File: src/rtl/pcm_pkg.sv
package pcm_pkg;
  localparam int unsigned PCM_PORT_W  = 8;
  localparam int unsigned PCM_WATCH_W = 4;
endpackage

File: src/rtl/pcm_snapshot.sv
module pcm_snapshot #(
  parameter int unsigned W = 4
) (
  input  logic         clk_i,
  input  logic         rst_ni,
  input  logic [W-1:0] pins_i,
  input  logic         capture_i,
  output logic [W-1:0] snap_o,
  output logic         primed_o
);
  logic [W-1:0] snap_q;
  logic         primed_q;

  // first edge after reset seeds the baseline from the live pins
  always_ff @(posedge clk_i or negedge rst_ni) begin
    if (!rst_ni) begin
      snap_q   <= '0;
      primed_q <= 1'b0;
    end else begin
      if (!primed_q || capture_i) snap_q <= pins_i;
      primed_q <= 1'b1;
    end
  end

  assign snap_o   = snap_q;
  assign primed_o = primed_q;


  snap_capture_chk: assert property (@(posedge clk_i) disable iff (!rst_ni)
    capture_i |=> (snap_q == $past(pins_i)));


  snap_prime_chk: assert property (@(posedge clk_i) disable iff (!rst_ni)
    !primed_q |=> (primed_q && snap_q == $past(pins_i)));
endmodule

File: src/rtl/pcm_compare.sv
module pcm_compare #(
  parameter int unsigned W = 4
) (
  input  logic         armed_i,
  input  logic [W-1:0] pins_i,
  input  logic [W-1:0] snap_i,
  input  logic [W-1:0] is_in_i,
  output logic         mismatch_o
);
  logic [W-1:0] hit;

  for (genvar g = 0; g < W; g++) begin : g_bit
    assign hit[g] = is_in_i[g] & (pins_i[g] ^ snap_i[g]);
  end

  assign mismatch_o = armed_i & (|hit);
endmodule

File: src/rtl/pcm_flag.sv
module pcm_flag (
  input  logic clk_i,
  input  logic rst_ni,
  input  logic mismatch_i,
  input  logic clr_i,
  output logic flag_o
);
  logic flag_q;

  // set dominates clear
  always_ff @(posedge clk_i or negedge rst_ni) begin
    if (!rst_ni)         flag_q <= 1'b0;
    else if (mismatch_i) flag_q <= 1'b1;
    else if (clr_i)      flag_q <= 1'b0;
  end

  assign flag_o = flag_q;


  flag_set_chk: assert property (@(posedge clk_i) disable iff (!rst_ni)
    mismatch_i |=> flag_q);


  flag_sticky_chk: assert property (@(posedge clk_i) disable iff (!rst_ni)
    (flag_q && !clr_i) |=> flag_q);


  flag_set_wins_chk: assert property (@(posedge clk_i) disable iff (!rst_ni)
    (mismatch_i && clr_i) |=> flag_q);


  flag_no_spurious_chk: assert property (@(posedge clk_i) disable iff (!rst_ni)
    (!flag_q && !mismatch_i) |=> !flag_q);
endmodule

File: src/rtl/pin_change_monitor.sv
module pin_change_monitor
  import pcm_pkg::*;
#(
  parameter int unsigned PORT_W  = PCM_PORT_W,
  parameter int unsigned WATCH_W = PCM_WATCH_W
) (
  input  logic              clk_i,
  input  logic              rst_ni,
  input  logic [PORT_W-1:0] pin_i,
  input  logic [PORT_W-1:0] dir_i,
  input  logic              rd_stb_i,
  input  logic              wr_stb_i,
  input  logic              clr_i,
  input  logic              irq_en_i,
  output logic              flag_o,
  output logic              irq_o,
  output logic              wake_o
);
  localparam int unsigned WatchLsb = PORT_W - WATCH_W;

  logic [WATCH_W-1:0] w_pins, w_dir, snap;
  logic               primed, mismatch, flag;

  assign w_pins = pin_i[PORT_W-1:WatchLsb];
  assign w_dir  = dir_i[PORT_W-1:WatchLsb];

  if (WatchLsb > 0) begin : g_lo
    logic unused_lo;
    assign unused_lo = ^{pin_i[WatchLsb-1:0], dir_i[WatchLsb-1:0]};
  end

  pcm_snapshot #(.W(WATCH_W)) i_snap (
    .clk_i    (clk_i),
    .rst_ni   (rst_ni),
    .pins_i   (w_pins),
    .capture_i(rd_stb_i | wr_stb_i),
    .snap_o   (snap),
    .primed_o (primed)
  );

  pcm_compare #(.W(WATCH_W)) i_cmp (
    .armed_i   (primed),
    .pins_i    (w_pins),
    .snap_i    (snap),
    .is_in_i   (w_dir),
    .mismatch_o(mismatch)
  );

  pcm_flag i_flag (
    .clk_i     (clk_i),
    .rst_ni    (rst_ni),
    .mismatch_i(mismatch),
    .clr_i     (clr_i),
    .flag_o    (flag)
  );

  assign flag_o = flag;
  assign wake_o = flag;
  assign irq_o  = flag & irq_en_i;


  out_masked_chk: assert property (@(posedge clk_i) disable iff (!rst_ni)
    (w_dir == '0 && !flag_o) |=> !flag_o);


  reset_quiet_chk: assert property (@(posedge clk_i) disable iff (!rst_ni)
    !primed |=> !flag_o);


  irq_gate_chk: assert property (@(posedge clk_i) disable iff (!rst_ni)
    irq_o |-> (wake_o && irq_en_i));
endmodule

File: config.mk
export PLATFORM = sky130hd
export DESIGN_NAME = pin_change_monitor
export DESIGN_NICKNAME = d
export VERILOG_FILES = /design/src/rtl/pcm_pkg.sv /design/src/rtl/pcm_snapshot.sv /design/src/rtl/pcm_compare.sv /design/src/rtl/pcm_flag.sv /design/src/rtl/pin_change_monitor.sv
export SDC_FILE = /design/constraint.sdc
export NUM_CORES = 1
export LEC_CHECK = 0
export BUFFER_PORTS_ARGS = -buffer_cell sky130_fd_sc_hd__buf_2
export CORE_AREA = 5 5 42 44
export DETAILED_ROUTE_END_ITERATION = 7
export DIE_AREA = 0 0 47 49
export SLEW_MARGIN = 5
export SYNTH_ARGS = -nofsm -noshare
export SYNTH_HDL_FRONTEND = slang
export SYNTH_HIERARCHICAL = 1
export SYNTH_SLANG_ARGS = --single-unit
File: constraint.sdc
create_clock -name clk_i -period 2.1 [get_ports clk_i]
set_clock_uncertainty 0.05 [all_clocks]
set_input_delay 0.42 -clock clk_i [delete_from_list [all_inputs] [get_ports clk_i]]
set_output_delay 0.42 -clock clk_i [all_outputs]
set_load 0.01 [all_outputs]
# After elaboration in Yosys (flattened, before gate mapping)
# Index checks and enable logic that the tools add are counted.
dict set report totals {
  word_cells 20
  regBits 6
}
dict set report classes {
  muxes 2
  bitwise 11
  n_reduce_logical 4
}
# op n
set ops {}
lappend ops {{1-bit AND} 6}
lappend ops {{4-bit OR reduction} 1}
lappend ops {{1-bit XOR} 4}
lappend ops {{1-bit 2-to-1 mux} 2}
lappend ops {{2-bit nonzero test} 1}
lappend ops {{1-bit zero test} 1}
lappend ops {{1-bit logical OR} 1}
lappend ops {{1-bit OR} 1}

# Longest topological paths before layout
# Gate-level depths: netlist (run 1).
dict set report depth {
  word_depth 5
  depth_mapped 4
  mapped_depth_nobuf 4
}

# By module
# Netlist (run 1), hierarchy kept.
# module instances cells_per_inst seq_area_each_um2 area_per_inst_um2
set modules_own_cells {}
lappend modules_own_cells {pcm_snapshot 1 11 125.1 202.7}
lappend modules_own_cells {pcm_compare 1 7 0.0 57.6}
lappend modules_own_cells {pcm_flag 1 3 25.0 36.3}
lappend modules_own_cells {pin_change_monitor 1 3 0.0 20.0}

# Worst setup path before layout (run 1)
# Ideal clock, no wire load.
dict set report synth_path {
  path_type {input -> register}
  startpoint {input wr_stb_i}
  endpoint {register i_snap.snap_q[0] (netlist: i_snap/snap_o[0])}
  setup_ns 0.125
  arrival_time_ns 1.077
  cell_stages 3
  setup_slack_ns 0.848
  cell_sequence {or2_1 > nand2b_4 > mux2_4}
}
dict set report synth_via {
  elab_chain_len 2
}
# element line
set synth_lines {}
lappend synth_lines {{from (decl)} pin_change_monitor.sv:12} ;# input logic wr_stb_i,
lappend synth_lines {{1-bit OR} pin_change_monitor.sv:36} ;# .capture_i(rd_stb_i | wr_stb_i),
lappend synth_lines {{1-bit logical OR} pcm_snapshot.sv:20} ;# if (!primed_q || capture_i) snap_q <= pins_i;
lappend synth_lines {{to (signal assigned)} pcm_snapshot.sv:20}
lappend synth_lines {{to (decl)} pcm_snapshot.sv:11} ;# logic [W-1:0] snap_q;
# Every way passes these cells.
# A chain may end at the register's enable or synchronous reset.

# Final worst setup path (run 1)
dict set report layout_path {
  startpoint {register i_flag.flag_q (netlist: i_flag/flag_o)}
  endpoint {output irq_o}
}
dict set report layout_via {
  elab_chain_len 1
}
# element line
set layout_lines {}
lappend layout_lines {{from (decl)} pcm_flag.sv:8} ;# logic flag_q;
lappend layout_lines {{from (signal assigned)} pcm_flag.sv:12} ;# if (!rst_ni) flag_q <= 1'b0;
lappend layout_lines {{from (signal assigned)} pcm_flag.sv:13} ;# else if (mismatch_i) flag_q <= 1'b1;
lappend layout_lines {{from (signal assigned)} pcm_flag.sv:14} ;# else if (clr_i) flag_q <= 1'b0;
lappend layout_lines {{1-bit AND} pin_change_monitor.sv:59} ;# assign irq_o = flag & irq_en_i;
lappend layout_lines {{to (decl)} pin_change_monitor.sv:16} ;# output logic irq_o,
# Every way passes these cells.

==> results.cfg, run 1 <==
[drt]
vias = 237
drt-total-wl_um = 598
first_pass_iters = 2
drt_iter0_drc = 3
wire_per_inst_um = 10.1
viasPerCell = 4.02
remaining_drc_errors = 0
postRouteAntennaNets = 0

[sta]
tns_ns = 0
rsz0062_at_grt = no
setup_violations = 0
fin_crit_ns = 1.38
finalHoldViolCount = 0
fmax_ghz = 0.725
slew_viol_final = 0
fin_crit_sh_pct = 65.7

[power_and_ir_drop]
p_comb_share_pct = 19.4
vdd_drop_max_mv = 0.330
cellPowerDensity_mw_per_mm2 = 665
p_sw_share_pct = 23.6
clockPowerShare_pct = 35.4
leakage_nw = 0.244
seqPwrFrac_pct = 45.1
finalPower_mw = 0.294
p_sw_mw = 0.0693
intPower_mw = 0.224

[floorplanning]
initial_utilization_pct = 22.6
core_region_area_mm2 = 0.00140
dieArea_mm2 = 0.00230
die_w_um = 47
ios = 25
row_count = 14
die_y_um = 49

[layout]
antennaDiodeCount = 0
layout-drive-gt1-share_pct = 55.8
layout.nets = 67
final_common_cell = buf_2
area_delta_synth_final_pct = 39.5
layout_common_cells = buf_2, dfrtp_1, xor2_1, mux2_4, clkbuf_4

[clocking]
h-tree-depth = 1
clockRootBuffer = clkbuf_4
clkLatencyLatePin_ns = 0.24
clock_sinks = 6
clockBufferDepth = 2
clk_pin_slew_worst_paths_ns = 0.05
cts_made_buffers = 3
cts_tree = yes

[logic_synthesis]
yosysTopAreaCell = dfrtp_1
yosysWarnings = 6
synth_area_leaders = dfrtp_1, mux2_4, xor2_1
yosys_register_bits = 6
syn_avg_cell_area_um2 = 13.2
synthCells = 24
syn-cell-area_um2 = 317
synth.distinct_cells = 12
synth_fp_nets = 46
synth_seq_area_share_pct = 47.4
yosysTopAreaCellShare_pct = 47.4

[global_route]
grt_max_degree = 7
grt_overflow_total = 0
grt_pass1_vias = 224
grtUsageTotal_pct = 6.02
grt_pass1_wl_um = 917
antenna_found_initial = 0

[worst_setup_path]
critPathSlowestCell = dfrtp_1
worst-path-buf-inv = 1
cpPeakStageDelay_ns = 0.39
worstPathCellList = and2_1 -> buf_2
worstPathMaxFanout = 4
path_class = reg -> out
crit_family = flip-flops
crit_arrival_ns = 0.91
startpoint_type = flip-flop
cp.required_ns = 1.63
end_kind = output port

[place]
io_buffers = 16
post-dp-hpwl_um = 510
gp_congestion = 0.613

[worst_hold_path]
hold_class = in -> reg

[outcome]
status = completed

[flow_run]
max-cap-violations = 0
==> cell usage after synthesis <==
cell type	n
conb_1	1
a22oi_1	2
buf_4	1
a21boi_1	1
nand2b_4	1
a21o_1	1
dfrtp_1	6
inv_1	1
xor2_1	4
or2_1	1
and2_1	1
mux2_4	4
==> kinds of logic (layout without fill, tap and decap cells) <==
family	Yosys count	in the layout	synth area share, %
compound gates	4	4	9.49
mux	4	4	19.0
other cells	1	1	1.18
simple gates	3	3	8.30
buf+inv	2	21	3.56
xor+xnor	4	4	11.1
flops	6	6	47.4
==> final cells by class <==
| class | instances | area, µm² |
|---|---|---|
| fillers | 152 | 960 |
| multi-input cells | 16 | 155 |
| flip-flops and latches | 6 | 150 |
| repair buffers | 17 | 90.1 |
| clock buffers | 3 | 22.5 |
| inverters | 1 | 3.75 |
| well taps | 16 | 20.0 |
==> power by group through the flow <==
stage                     logic, mW  clock network (mW)  registers [mW]
after floorplan              0.0332                   0           0.135
after global placement       0.0554                   0           0.134
after detailed placement     0.0565                   0           0.134
after CTS                    0.0582               0.109           0.133
after global routing         0.0639               0.116           0.134
final                        0.0571               0.104           0.133
==> timing repair <==
| item | 4_1_cts | 5_1_grt |
|---|---|---|
| hold buffers | 1 | 0 |
| buffers inserted | 0 | 0 |
| hold endpoints to repair | 6 | 0 |
| resized for setup | 0 | 0 |
==> routing by layer <==
metal	wire length [µm]	track usage, %	vias to the layer above
met2	227	6.79	15
met5	0	0	-
met1	258	7.59	101
met4	21	5.53	0
li1	-	-	117
met3	91	3.32	4
==> path summary, 6_finish.rpt <==
check	start	to	slack, ns	depth (start not counted)
min in group asynchronous	rst_ni	i_snap/snap_o[1]$_DFFE_PN0P_	0.47	2
max reg2reg	i_snap/snap_o[3]$_DFFE_PN0P_	i_flag/flag_o$_DFFE_PN0P_	0.92	4
max	i_flag/flag_o$_DFFE_PN0P_	irq_o	0.72	2
min	pin_i[5]	i_snap/snap_o[1]$_DFFE_PN0P_	0.39	2
max in group asynchronous	rst_ni	i_snap/snap_o[3]$_DFFE_PN0P_	1.38	2
min reg2reg	i_flag/flag_o$_DFFE_PN0P_	i_flag/flag_o$_DFFE_PN0P_	0.46	1
==> worst register-to-register path, stage by stage, from the launching register on <==
cell      delay (ns)
dfrtp_1         0.39
xor2_1          0.16
a22oi_1         0.22
a21boi_1        0.09
a21o_1          0.16
==> metrics by stage <==
step / instances / hold slack (ns) / utilization, % / area [µm²] / setup slack (ns)
after floorplan: 24 / 0.0744 / - / 317 / 0.848
after global placement: 55 / 0.202 / 29.2 / 409 / 0.725
after detailed placement: 55 / 0.202 / 29.2 / 409 / 0.722
after CTS: 59 / 0.381 / 31.5 / 442 / 0.703
after global routing: 59 / 0.383 / 31.5 / 442 / 0.669
final: 59 / 0.388 / 31.5 / 442 / 0.721
==> state kept, by name, summed over array words and instances, names as in the netlist <==
name / count
i_snap/snap_o: 4
i_flag/flag_o: 1
i_snap/primed_o: 1
Note: power is estimated with default switching activity, not from simulation.
==> inputs of run 2 (changes only) <==
==> constraint.sdc (replaced) <==
create_clock -name clk_i -period 1.2 [get_ports clk_i]
set_clock_uncertainty 0.05 [all_clocks]
set_input_delay 0.24 -clock clk_i [delete_from_list [all_inputs] [get_ports clk_i]]
set_output_delay 0.24 -clock clk_i [all_outputs]
set_load 0.01 [all_outputs]
==> run 2 against run 1 <==
  * Worst setup slack worse by 0.70 ns
  * Non-clock buffer count unchanged
  * Flip-flop and latch count unchanged
  * Clock-buffer cell count unchanged
  * Routed wire length up 0.84%
  * Sequential power up 74%
  * Die area unchanged
  * Worst hold slack worse by 0.18 ns
  * Combinational power up 86%
  * Critical path type unchanged
  * Critical endpoint unchanged
  * Largest cell class unchanged
  * Highest routed layer unchanged
==> results.cfg, run 2 (same netlist as run 1, synthesis figures left out) <==
[outcome]
status = completed

[drt]
vias = 243
viasPerCell = 4.12
postRouteAntennaNets = 0
drt_iter0_drc = 0
remaining_drc_errors = 0
wire_per_inst_um = 10.2
first_pass_iters = 1
drt-total-wl_um = 603

[floorplanning]
die_y_um = 49
core_region_area_mm2 = 0.00140
initial_utilization_pct = 22.6
die_w_um = 47
dieArea_mm2 = 0.00230
ios = 25
row_count = 14

[layout]
final_core_util_pct = 32.1
antennaDiodeCount = 0
layout-drive-gt1-share_pct = 60.5
area_delta_synth_final_pct = 42.3
layout_common_cells = buf_2, dfrtp_1, xor2_1, mux2_4, clkbuf_4
layout.nets = 67
fillers = 150
largest_reg_flops = 4
final_common_cell = buf_2

[power_and_ir_drop]
vdd_drop_max_mv = 0.580
cellPowerDensity_mw_per_mm2 = 1150
leakage_nw = 0.245

[clocking]
clockBufferDepth = 2
clk_pin_slew_worst_paths_ns = 0.04
clockRootBuffer = clkbuf_4
h-tree-depth = 1
clkLatencyLatePin_ns = 0.24
postCtsSetupBuffers = 0
cts_made_buffers = 3
clock_sinks = 6
cts_tree = yes

[global_route]
grtUsageTotal_pct = 6.02
grt_overflow_total = 0
grt_pass1_vias = 224
grt_max_degree = 7
grt_pass1_wl_um = 917
antenna_found_initial = 0

[worst_setup_path]
startpoint_type = flip-flop
worst-path-buf-inv = 1
end_kind = output port
critPathSlowestCell = dfrtp_1
cpPeakStageDelay_ns = 0.39
crit_cells = 2
path_class = reg -> out
crit_start = i_flag/flag_o$_DFFE_PN0P_
crit_arrival_ns = 0.89
reg2reg_depth = 4
worstPathMaxFanout = 4
cp.required_ns = 0.91
crit_family = flip-flops
worstReg2RegStart = i_snap/snap_o[2]$_DFFE_PN0P_
worstPathCellList = and2_1 -> buf_2

[place]
place_ws_ns = 0.00218
gp_congestion = 0.613
post-dp-hpwl_um = 510
io_buffers = 16

[sta]
fin_crit_sh_pct = 98.3
fin_crit_ns = 1.18
timing.hold.ws_ns = 0.208
fmax_ghz = 0.847
slew_viol_final = 0
setup_violations = 0
rsz0062_at_grt = yes
finalHoldViolCount = 0
layout_setup_ws_ns = 0.0198

[worst_hold_path]
min-delay-start = pin_i[6]
hold_class = in -> reg
hold_depth = 2

[flow_run]
max-cap-violations = 0
## run 2: worst reg2reg max path, delay by kind of cell (launching register included)
kind / cells / cell delay, ns
compound gates: 3 / 0.45
xor+xnor: 1 / 0.17
flops: 1 / 0.38
## run 2: where the power goes
part / switching, mW / internal, mW / total [mW] / leakage (nW)
combinational: 0.0434 / 0.0627 / 0.106 / 0.161
sequential: 0.0123 / 0.220 / 0.232 / 0.0699
clock: 0.0687 / 0.113 / 0.182 / 0.0138
total: 0.124 / 0.395 / 0.520 / 0.245
## run 2: per-stage QoR
| stage | instances | TNS [ns] | power, mW | cell area (µm²) |
|---|---|---|---|---|
| 2_1_floorplan | 24 | 0 | 0.294 | 317 |
| 5_1_grt | 59 | -0.0446 | 0.556 | 450 |
| 4_1_cts | 59 | 0 | 0.525 | 442 |
| 3_5_place_dp | 55 | 0 | 0.334 | 409 |
| 3_3_place_gp | 55 | 0 | 0.331 | 409 |
| 6_report | 59 | 0 | 0.520 | 450 |
## run 2: cell type report
cell class	count	area (µm²)	area share [%]
Clock buffer	3	22.5	5.00
Inverter	1	3.75	0.833
Multi-Input combinational cell	16	164	36.4
Sequential cell	6	150	33.3
Tap cell	16	20.0	4.44
Timing Repair Buffer	17	90.1	20.0
## run 2: worst paths after layout
path,to,slack [ns]
setup / recovery,irq_o,0.02
hold / removal,i_snap/snap_o[2]$_DFFE_PN0P_,0.21
setup reg to reg,i_flag/flag_o$_DFFE_PN0P_,0.04
hold reg to reg,i_flag/flag_o$_DFFE_PN0P_,0.46
max in group asynchronous,i_snap/snap_o[0]$_DFFE_PN0P_,0.66
min in group asynchronous,i_snap/snap_o[1]$_DFFE_PN0P_,0.29
## run 2: repair_timing
action,CTS,global route
hold buffers,1,0
pin swaps,1,2
resized for setup,0,2
endpoints found under the setup margin,1,2
hold endpoints to repair,6,0
## run 2: per-layer routing
metal / GRT usage, % / up-vias / wire length (µm)
li1: - / 117 / -
met1: 7.59 / 107 / 261
met2: 6.79 / 15 / 234
met3: 3.32 / 4 / 85
met4: 5.53 / 0 / 21
met5: 0 / - / 0
==> inputs of run 3 (changes only) <==
--- a/config.mk
+++ b/config.mk
@@ -9,6 +9,7 @@
 export CORE_AREA = 5 5 42 44
 export DETAILED_ROUTE_END_ITERATION = 7
 export DIE_AREA = 0 0 47 49
+export GPL_TIMING_DRIVEN = 0
 export SLEW_MARGIN = 5
 export SYNTH_ARGS = -nofsm -noshare
 export SYNTH_HDL_FRONTEND = slang
==> constraint.sdc (replaced) <==
create_clock -name clk_i -period 1 [get_ports clk_i]
set_clock_uncertainty 0.05 [all_clocks]
set_input_delay 0.2 -clock clk_i [delete_from_list [all_inputs] [get_ports clk_i]]
set_output_delay 0.2 -clock clk_i [all_outputs]
set_load 0.01 [all_outputs]
==> run 3 against run 2 <==
  * The flow now finishes with violations (negative setup slack)
  * Final area is 4.4% higher
  * Total power rose by 27%
  * Utilization increased by 1.4 points
  * Via count is 6.2% higher
  * Clock-buffer cell count did not move
  * Die area is the same
  * Sequential power increased by 20%
  * Worst setup slack lost 0.19 ns
  * Non-clock buffer count rose by 3
  * Highest routed layer unchanged
  * Critical path type unchanged
  * Sequential share of layout area shrank 1.4 points
  * Flip-flop and latch count unchanged
  * Global-route usage increased by 1.3 points
  * Critical endpoint unchanged
==> results.cfg, run 3 (same netlist as run 1, synthesis figures left out) <==
[global_route]
grtUsageTotal_pct = 7.29
grt_max_degree = 7
grt_overflow_total = 0
antenna_found_initial = 0
grt_pass1_vias = 248
grt_pass1_wl_um = 1080

[sta]
rsz0062_at_grt = yes
layout_setup_ws_ns = -0.165
fin_crit_sh_pct = 117
slew_viol_final = 0
setup_violations = 4
timing.hold.ws_ns = 0.158
fin_crit_ns = 1.17
fmax_ghz = 0.858
finalHoldViolCount = 0

[layout]
instances_no_fill = 62
antennaDiodeCount = 0
layout-drive-gt1-share_pct = 58.7
layout_common_cells = buf_2, dfrtp_1, xor2_1, mux2_4
final_common_cell = buf_2
fillers = 156
largest_reg_flops = 4
area_delta_synth_final_pct = 48.6
fin_area_um2 = 470
layout.nets = 70

[worst_setup_path]
path_class = reg -> out
r2r_slack_ns = -0.13
crit_family = flip-flops
cpPeakStageDelay_ns = 0.40
worst-path-buf-inv = 1
cp.required_ns = 0.75
critPathSlowestCell = dfrtp_1
worstPathMaxFanout = 4
startpoint_type = flip-flop
crit_arrival_ns = 0.92
end_kind = output port
worstPathCellList = and2_1 -> buf_2

[worst_hold_path]
hold_class = in -> reg

[power_and_ir_drop]
intPower_mw = 0.495
seqPwrFrac_pct = 42.1
finalPower_mw = 0.662
clockPowerShare_pct = 35.4
p_comb_share_pct = 22.5
p_sw_share_pct = 25.2
leakage_nw = 0.260
p_sw_mw = 0.167
vdd_drop_max_mv = 0.544
cellPowerDensity_mw_per_mm2 = 1410

[drt]
remaining_drc_errors = 0
wire_per_inst_um = 11.2
viasPerCell = 4.16
vias = 258
drt-total-wl_um = 692
first_pass_iters = 4
drt_iter0_drc = 1
postRouteAntennaNets = 0

[clocking]
clk_pin_slew_worst_paths_ns = 0.05
clkLatencyLatePin_ns = 0.25
clockBufferDepth = 2
cts_made_buffers = 3
h-tree-depth = 1
clock_sinks = 6
cts_tree = yes
clockRootBuffer = clkbuf_4

[flow_run]
max-cap-violations = 0

[place]
io_buffers = 16
dpl_cell_area_um2 = 417
gp_congestion = 0.619
post-dp-hpwl_um = 544
placed_cells = 56

[outcome]
status = complete, but fails checks
violations = negative setup slack

[floorplanning]
die_y_um = 49
core_region_area_mm2 = 0.00140
ios = 25
row_count = 14
dieArea_mm2 = 0.00230
die_w_um = 47
initial_utilization_pct = 22.6
run 3: power by group through the flow:
stage	Combinational (mW)	Clock (mW)	Sequential [mW]
finish	0.149	0.234	0.279
global route	0.163	0.260	0.282
CTS	0.143	0.240	0.279
detailed placement	0.127	0	0.284
global placement	0.124	0	0.282
floorplan	0.0694	0	0.283
run 3: area by class of cell:
cell class | count | area (µm²) | share of cell area [%]
sequential | 6 | 150 | 31.9
buffer | 1 | 7.51 | 1.60
multi-input combinational | 16 | 155 | 33.0
clock buffer | 3 | 22.5 | 4.79
timing repair buffer | 19 | 111 | 23.7
tap | 16 | 20.0 | 4.26
inverter | 1 | 3.75 | 0.798
run 3: path summary, 6_finish.rpt:
| path | to | startpoint | cells after the start |
|---|---|---|---|
| worst max-delay path | irq_o | i_flag/flag_o$_DFFE_PN0P_ | 2 |
| worst min-delay path | i_snap/snap_o[1]$_DFFE_PN0P_ | pin_i[5] | 2 |
| worst max register to register | i_flag/flag_o$_DFFE_PN0P_ | i_snap/snap_o[2]$_DFFE_PN0P_ | 4 |
| worst min register to register | i_snap/snap_o[0]$_DFFE_PN0P_ | i_snap/snap_o[0]$_DFFE_PN0P_ | 1 |
| max in group asynchronous | i_snap/snap_o[3]$_DFFE_PN0P_ | rst_ni | 2 |
| min in group asynchronous | i_snap/snap_o[1]$_DFFE_PN0P_ | rst_ni | 2 |
run 3: what timing repair did:
item                       in CTS  in global routing
setup buffers                   1                  1
hold endpoints to repair        6                  0
setup endpoints to repair       4                  7
hold buffers                    1                  0
resized for setup               1                  0
pin swaps                       3                  0
run 3: through the flow:
step | setup TNS (ns) | setup WS, ns | utilization [%]
4_1_cts | -0.518 | -0.177 | 33.0
2_1_floorplan | -0.168 | -0.0386 | -
6_report | -0.488 | -0.165 | 33.6
3_5_place_dp | -0.756 | -0.166 | 29.7
3_3_place_gp | -0.714 | -0.154 | 29.7
5_1_grt | -0.680 | -0.216 | 33.6
run 3: layer usage:
metal	up-vias	routed length [µm]	track usage [%]
li1	123	-	-
met2	16	292	8.82
met5	-	0	0
met3	5	92	3.69
met4	0	36	8.29
met1	114	271	8.04
